[src/rtl/lutp_pkg.sv]
package lutp_pkg;

    typedef enum logic [2:0] {
        MODE_LOGIC     = 3'd0,
        MODE_RAM_SPLIT = 3'd1,
        MODE_RAM_WIDE  = 3'd2,
        MODE_RAM_DEEP  = 3'd3,
        MODE_RAM_DUAL  = 3'd4,
        MODE_SHIFT     = 3'd5
    } lutp_mode_e;

    // Unused codes fall back to the read-only logic mode.
    function automatic lutp_mode_e decode_mode(input logic [2:0] code);
        lutp_mode_e m;
        unique case (code)
            3'd1:    m = MODE_RAM_SPLIT;
            3'd2:    m = MODE_RAM_WIDE;
            3'd3:    m = MODE_RAM_DEEP;
            3'd4:    m = MODE_RAM_DUAL;
            3'd5:    m = MODE_SHIFT;
            default: m = MODE_LOGIC;
        endcase
        return m;
    endfunction

endpackage

[src/rtl/lutp_table.sv]
module lutp_table #(
    parameter int ADDR_W = 4,
    localparam int DEPTH = 1 << ADDR_W
) (
    input  logic              clk,
    input  logic              rst_n,
    input  logic              load,
    input  logic [DEPTH-1:0]  init,
    input  logic              we,
    input  logic [ADDR_W-1:0] waddr,
    input  logic              wbit,
    input  logic              sh_en,
    input  logic              sh_in,
    input  logic [ADDR_W-1:0] raddr,
    output logic              rdata,
    output logic              tap_last
);

    logic [DEPTH-1:0] cells;

    // Load outranks shift, and shift outranks a single-entry write.
    always_ff @(posedge clk) begin
        if (!rst_n) begin
            cells <= '0;
        end else if (load) begin
            cells <= init;
        end else if (sh_en) begin
            cells <= {cells[DEPTH-2:0], sh_in};
        end else if (we) begin
            cells[waddr] <= wbit;
        end
    end

    assign rdata    = cells[raddr];
    assign tap_last = cells[DEPTH-1];

endmodule

[src/rtl/lutp_ctrl.sv]
module lutp_ctrl
    import lutp_pkg::*;
#(
    parameter int ADDR_W = 4
) (
    input  logic              clk,
    input  logic              rst_n,
    input  logic              cfg_load,
    input  logic [2:0]        cfg_mode,
    input  logic [ADDR_W-1:0] addr_a,
    input  logic [ADDR_W-1:0] addr_b,
    input  logic              wr_en,
    input  logic [1:0]        wr_data,
    output lutp_mode_e        mode,
    output logic [1:0]        we_t,
    output logic [ADDR_W-1:0] waddr_a,
    output logic [ADDR_W-1:0] waddr_b,
    output logic [1:0]        wbit_t,
    output logic              sh_en,
    output logic [ADDR_W-1:0] raddr_a,
    output logic [ADDR_W-1:0] raddr_b,
    output logic              out_a_from_b,
    output logic              out_b_zero
);

    lutp_mode_e state_q;
    lutp_mode_e state_d;

    // Only one transition exists: reconfiguration by a load.
    always_comb begin
        state_d = state_q;
        if (cfg_load) begin
            state_d = decode_mode(cfg_mode);
        end
    end

    always_ff @(posedge clk) begin
        if (!rst_n) begin
            state_q <= MODE_LOGIC;
        end else begin
            state_q <= state_d;
        end
    end

    assign mode = state_q;

    // Steering of write, shift and read paths for each state.
    always_comb begin
        we_t         = 2'b00;
        waddr_a      = addr_a;
        waddr_b      = addr_b;
        wbit_t       = wr_data;
        sh_en        = 1'b0;
        raddr_a      = addr_a;
        raddr_b      = addr_b;
        out_a_from_b = 1'b0;
        out_b_zero   = 1'b0;
        unique case (state_q)
            MODE_LOGIC: begin
            end
            MODE_RAM_SPLIT: begin
                we_t = {wr_en, wr_en};
            end
            MODE_RAM_WIDE: begin
                we_t    = {wr_en, wr_en};
                waddr_b = addr_a;
                raddr_b = addr_a;
            end
            MODE_RAM_DEEP: begin
                we_t         = {wr_en & addr_b[0], wr_en & ~addr_b[0]};
                waddr_b      = addr_a;
                wbit_t       = {wr_data[0], wr_data[0]};
                raddr_b      = addr_a;
                out_a_from_b = addr_b[0];
                out_b_zero   = 1'b1;
            end
            MODE_RAM_DUAL: begin
                we_t    = {wr_en, wr_en};
                waddr_b = addr_a;
                wbit_t  = {wr_data[0], wr_data[0]};
            end
            MODE_SHIFT: begin
                sh_en = wr_en;
            end
        endcase
    end

endmodule

[src/rtl/lut_pair_slice.sv]
module lut_pair_slice
    import lutp_pkg::*;
#(
    parameter int ADDR_W = 4,
    localparam int DEPTH = 1 << ADDR_W,
    localparam int NTAB  = 2
) (
    input  logic              clk,
    input  logic              rst_n,
    input  logic              cfg_load,
    input  logic [2:0]        cfg_mode,
    input  logic [DEPTH-1:0]  cfg_init_a,
    input  logic [DEPTH-1:0]  cfg_init_b,
    input  logic [ADDR_W-1:0] addr_a,
    input  logic [ADDR_W-1:0] addr_b,
    input  logic              wr_en,
    input  logic [1:0]        wr_data,
    input  logic              shift_in,
    output logic              lut_out_a,
    output logic              lut_out_b,
    output logic              shift_out
);

    lutp_mode_e                   mode_q;
    logic [NTAB-1:0]              we_t;
    logic [NTAB-1:0]              wbit_t;
    logic [NTAB-1:0][ADDR_W-1:0]  waddr_t;
    logic [NTAB-1:0][ADDR_W-1:0]  raddr_t;
    logic [NTAB-1:0][DEPTH-1:0]   init_t;
    logic [NTAB-1:0]              shin_t;
    logic [NTAB-1:0]              rd_t;
    logic [NTAB-1:0]              last_t;
    logic                         sh_en;
    logic                         out_a_from_b;
    logic                         out_b_zero;

    lutp_ctrl #(.ADDR_W(ADDR_W)) u_ctrl (
        .clk          (clk),
        .rst_n        (rst_n),
        .cfg_load     (cfg_load),
        .cfg_mode     (cfg_mode),
        .addr_a       (addr_a),
        .addr_b       (addr_b),
        .wr_en        (wr_en),
        .wr_data      (wr_data),
        .mode         (mode_q),
        .we_t         (we_t),
        .waddr_a      (waddr_t[0]),
        .waddr_b      (waddr_t[1]),
        .wbit_t       (wbit_t),
        .sh_en        (sh_en),
        .raddr_a      (raddr_t[0]),
        .raddr_b      (raddr_t[1]),
        .out_a_from_b (out_a_from_b),
        .out_b_zero   (out_b_zero)
    );

    assign init_t[0] = cfg_init_a;
    assign init_t[1] = cfg_init_b;
    assign shin_t[0] = shift_in;
    assign shin_t[1] = last_t[0];

    for (genvar t = 0; t < NTAB; t++) begin : g_tab
        lutp_table #(.ADDR_W(ADDR_W)) u_tab (
            .clk      (clk),
            .rst_n    (rst_n),
            .load     (cfg_load),
            .init     (init_t[t]),
            .we       (we_t[t]),
            .waddr    (waddr_t[t]),
            .wbit     (wbit_t[t]),
            .sh_en    (sh_en),
            .sh_in    (shin_t[t]),
            .raddr    (raddr_t[t]),
            .rdata    (rd_t[t]),
            .tap_last (last_t[t])
        );
    end

    assign lut_out_a = out_a_from_b ? rd_t[1] : rd_t[0];
    assign lut_out_b = out_b_zero ? 1'b0 : rd_t[1];
    assign shift_out = last_t[1];

endmodule

[config.mk]
export PLATFORM = sky130hd
export DESIGN_NAME = lut_pair_slice
export DESIGN_NICKNAME = d
export VERILOG_FILES = /design/src/rtl/lutp_pkg.sv /design/src/rtl/lutp_table.sv /design/src/rtl/lutp_ctrl.sv /design/src/rtl/lut_pair_slice.sv
export SDC_FILE = /design/constraint.sdc
export NUM_CORES = 1
export LEC_CHECK = 0
export BUFFER_PORTS_ARGS = -buffer_cell sky130_fd_sc_hd__buf_4
export CAP_MARGIN = 20
export CORE_MARGIN = 2
export CORE_UTILIZATION = 35
export CTS_CLUSTER_DIAMETER = 150
export DETAILED_ROUTE_END_ITERATION = 8
export GPL_TIMING_DRIVEN = 0
export PLACE_DENSITY = 0.6
export REMOVE_ABC_BUFFERS = 1
export SYNTH_ARGS = -nofsm -noshare
export SYNTH_HDL_FRONTEND = slang
export SYNTH_HIERARCHICAL = 1
export SYNTH_SLANG_ARGS = --single-unit
[constraint.sdc]
create_clock -name clk -period 2.1 [get_ports clk]
set_clock_uncertainty 0.05 [all_clocks]
set_input_delay 0 -clock clk [delete_from_list [all_inputs] [get_ports clk]]
set_output_delay 0 -clock clk [all_outputs]
set_load 0.005 [all_outputs]
# Word-level counts from Yosys, hierarchy flattened
# Cells that the tools add are included.
# word_totals
regBits	35
inputBits	50
output_inout_bits	3
wordCells	55
# classes
magnitude_cmp	5
n_eq_ne	10
muxes	26
bitwise_logic	3
reduce_logical	8
# ops
cell	count
16-bit two-way mux	6
16-bit bitwise mux	2
4-bit by 5-bit < comparator with 1-bit output, second input constant	3
3-bit case mux with 5 select lines	1
3-bit by 2-bit == test with 1-bit output, second input constant	4
3-bit == test, second input constant	4
1-bit two-way mux	9
1-bit binary-select mux with 4-bit select	2
1-bit demux with 4-bit select	2
4-bit by 1-bit greater-or-equal comparator with 1-bit output, second input constant	2
4-bit two-way mux	2
3-bit by 1-bit == test with 1-bit output, second input constant	2
3-bit nonzero test	2
3-bit OR reduction	2
2-bit case mux with 2 select lines	1
2-bit OR reduction	2
1-bit AND	2
1-bit logical AND	2
2-bit two-way mux	1
1-bit inverter	1

# Logic depth before layout (Yosys ltp)
# depth
word_depth	11
mapped_depth	8
depth_no_buf	6

# Cells and area by module
# The synthesis kept the hierarchy.
# by_module_without_submodules
mod	n_inst	cells_per_inst	area_each_um2	seq_area_each_um2
lutp_table (g_tab[1].u_tab)	1	129	1221.2	320.3
lutp_table (g_tab[0].u_tab)	1	129	1172.4	320.3
lutp_ctrl	1	56	430.4	60.1
lut_pair_slice	1	2	21.3	0.0

# Worst setup path after synthesis
# Ideal clock, no wire load.
# synth_timing
path_type	flip-flop to output port
start	reg u_ctrl.state_q[1], in the netlist u_ctrl/mode[1]
end	out lut_out_a
t_arrival_ns	2.034
t_required_ns	2.050
setup_slack_ns	0.016
path_stages_with_launch	8
path_buffers	1
path_cell_list	dfxtp_1 -> buf_2 -> and2b_4 -> mux2_1 -> mux4_2 -> mux2i_1 -> mux2i_1 -> mux2_4
# synth_rtl
item	line_no	source
from (decl)	lutp_ctrl.sv:26	lutp_mode_e state_q;
from (signal assigned)	lutp_ctrl.sv:41	state_q <= state_d;
to (decl)	lut_pair_slice.sv:19	output logic lut_out_a,

==> out/results.ini <==
[clocking]
cts-root-buf = clkbuf_8
clk_pin_slew_worst_paths_ns = 0.07
cts.sinks = 35
cts_tree = done
htree_levels = 2
cts_buffer_depth = 2
clk_latency_ns = 0.29
cts_made_buffers = 5

[critical_path]
crit_chain = and2b_4, mux2_4, mux4_2, mux2i_1, mux2i_1, mux2_4, buf_6
cpMaxStageDelayCell = mux4_2
worstPathArrival_ns = 2.38
crit_family = multiplexers
cp_max_fo = 5
worstSetupPathType = reg -> out
critPathCaptureType = primary output
slowest_delay_ns = 0.45
start_kind = register
cp.required_ns = 2.05
worst-path-buf-inv = 1

[sta]
setup_viol = 16
slew_headroom_pct = 46.67
fin_ws_ns = -0.3274
slew_violations = 0
min_period_ns = 2.427
worstMarginPinSlew_ns = 0.7990
rsz0062_at_grt = yes
fmax_ghz = 0.4120
finalHoldViolCount = 0
finalCritPeriodShare_pct = 115.6

[die]
num_rows = 32
io_pins = 53
die_y_um = 94.16
initial_core_util_pct = 36.44
core_sq_um = 7807
dieArea_sq_um = 8866
die_x_um = 94.16

[synth]
netlist_area_sq_um = 2845
synth.area.top_cells = dfxtp_1 25%, a211oi_1 14%, a221o_1 11%
syn_area_per_cell_sq_um = 9.004
yosys_most_used_dff = dfxtp_1
synth_edf_count = 0
synth_top_area_share_pct = 24.63
synth_most_common_cell = a211oi_1
yosysUniqueCellTypes = 48
yosys.area.top_type = dfxtp_1
yosysWarnings = 6
synthCells = 316
ys_async_sr_fraction_pct = 0
ys_seq_area_share_pct = 24.63
synth_common_cells = 53 x a211oi_1, 37 x inv_1, 37 x nand2_1
ys_seq_elements = 35

[final_layout]
n_antenna_cell = 0
fillCellCount = 746
utilization_pct = 51.25
finalNonFillerCells = 508
fin_nets = 455
drive_gt1_share_pct = 36.45
area_delta_synth_final_pct = 40.63

[drt]
drc = 0
drtIter0Drc = 129
via_per_inst = 5.691
ant_nets = 0
routedWlPerCell_um = 16.87
routed_wl_um = 8571
via_count = 2891
drtPass1Iterations = 5

[pwr]
switching_share_pct = 29.83
p_comb_share_pct = 31.1
power.internal_w = 0.001325
total_leakage_power_nw = 1.597
p_switching_w = 0.0005635
p_seq_share_pct = 39.5
powerDensity_nw_per_um2 = 472.1
finalPower_w = 0.001889
p_clk_share_pct = 29.4
ir_drop_mv = 0.2596

[global_route]
grt_pass1_wl_um = 13120
antenna_found_initial = 0
track_usage_pct = 18.48
grt_overflow = 0
grt_max_degree = 73
grt_pass1_vias = 2664

[outcome]
violations = negative setup slack
outcome = finished with violations

[worst_hold_path]
min_path_type = in -> reg

[placement]
dp_cells = 435
place_congestion = 0.8186
dp_hpwl_um = 5115
port_buffers = 52

[job]
cap_violations = 0

[cells by family (layout without fill, tap and decap cells)]
kind of cell,Yosys count,after routing,share of synthesized area [%]
buf+inv,74,163,14.91
mux,24,25,12.62
compound gates,106,106,31.22
simple gates,77,77,16.62
flops,35,35,24.63
[area by class of cell]
class | count | area (sq um) | share of cell area, %
tap | 102 | 127.6 | 3.189
multi-input combinational | 208 | 1919 | 47.97
clock buffer | 8 | 100.1 | 2.502
inverter | 37 | 138.9 | 3.471
timing repair buffer | 118 | 1003 | 25.08
sequential | 35 | 711.9 | 17.79
[layer usage]
layer	GRT usage (%)	wire [um]	vias to the layer above
met4	3.140	87	0
met1	24.57	3849	1395
li1	-	-	1375
met5	0	0	-
met3	4.013	446	12
met2	31.13	4188	109
[worst min-delay path: cells and delay by family]
family	cells	cell delay, ns
compound gates	2	0.19
buf+inv	2	0.15
[registers in the layout, summed over array words and instances, names as in the netlist]
signal,cells
g_tab.u_tab/cells,32
u_ctrl/mode,3
[path summary, 6_finish.rpt]
path,start,to,slack [ns],cells after the start
hold / removal,shift_in,g_tab[0].u_tab/cells[0],0.06,4
hold reg to reg,u_ctrl/mode[0],u_ctrl/mode[0],0.49,2
setup reg to reg,u_ctrl/mode[2],g_tab[1].u_tab/cells[13],-0.08,8
setup / recovery,u_ctrl/mode[2],lut_out_a,-0.33,7
[cells in the final DEF (no fill, tap or decap), drive strengths merged, types with 2 or more instances in the layout]
cell          n
buf          80
a211oi       56
dlygate4sd3  38
nand2        37
inv          37
dfxtp        35
a221o        32
mux2         10
mux4          8
a311oi        8
clkbuf        8
mux2i         7
and3b         4
nand2b        4
nor4b         4
nor2b         4
nor3b         3
nor2          3
a21oi         3
and3          3
and4bb        2
or2           2
and2          2
nand3         2
o21ai         2
a21boi        2
nor4          2
and2b         2
[power groups by stage]
stage / registers [W] / logic, W / clock network [W]
4_1_cts: 0.000745 / 0.000508 / 0.000568
3_5_place_dp: 0.000762 / 0.000429 / 0
3_3_place_gp: 0.000761 / 0.000425 / 0
2_1_floorplan: 0.000749 / 0.000255 / 0
6_report: 0.000745 / 0.000588 / 0.000556
5_1_grt: 0.000751 / 0.000636 / 0.000611
[through the flow]
step	TNS [ns]	worst slack, ns	area (sq um)	hold WS (ns)
2_1_floorplan	-59.95	-1.978	2560	0.07171
3_3_place_gp	-112.39	-3.692	3078	0.1986
3_5_place_dp	-17.36	-0.6172	3105	0.2031
4_1_cts	-3.595	-0.3395	3681	0.05759
5_1_grt	-3.027	-0.4723	4001	0.06317
6_report	-1.284	-0.3274	4001	0.05735
[timing repair]
action	CTS	global route
buffers inserted	4	22
endpoints found under the hold margin	35	0
gates resized for setup	18	39
hold buffers	38	0
setup endpoints to repair	34	28
pin swaps	2	25
gates cloned	0	1
No activity file was read; power rests on OpenSTA's default activity.
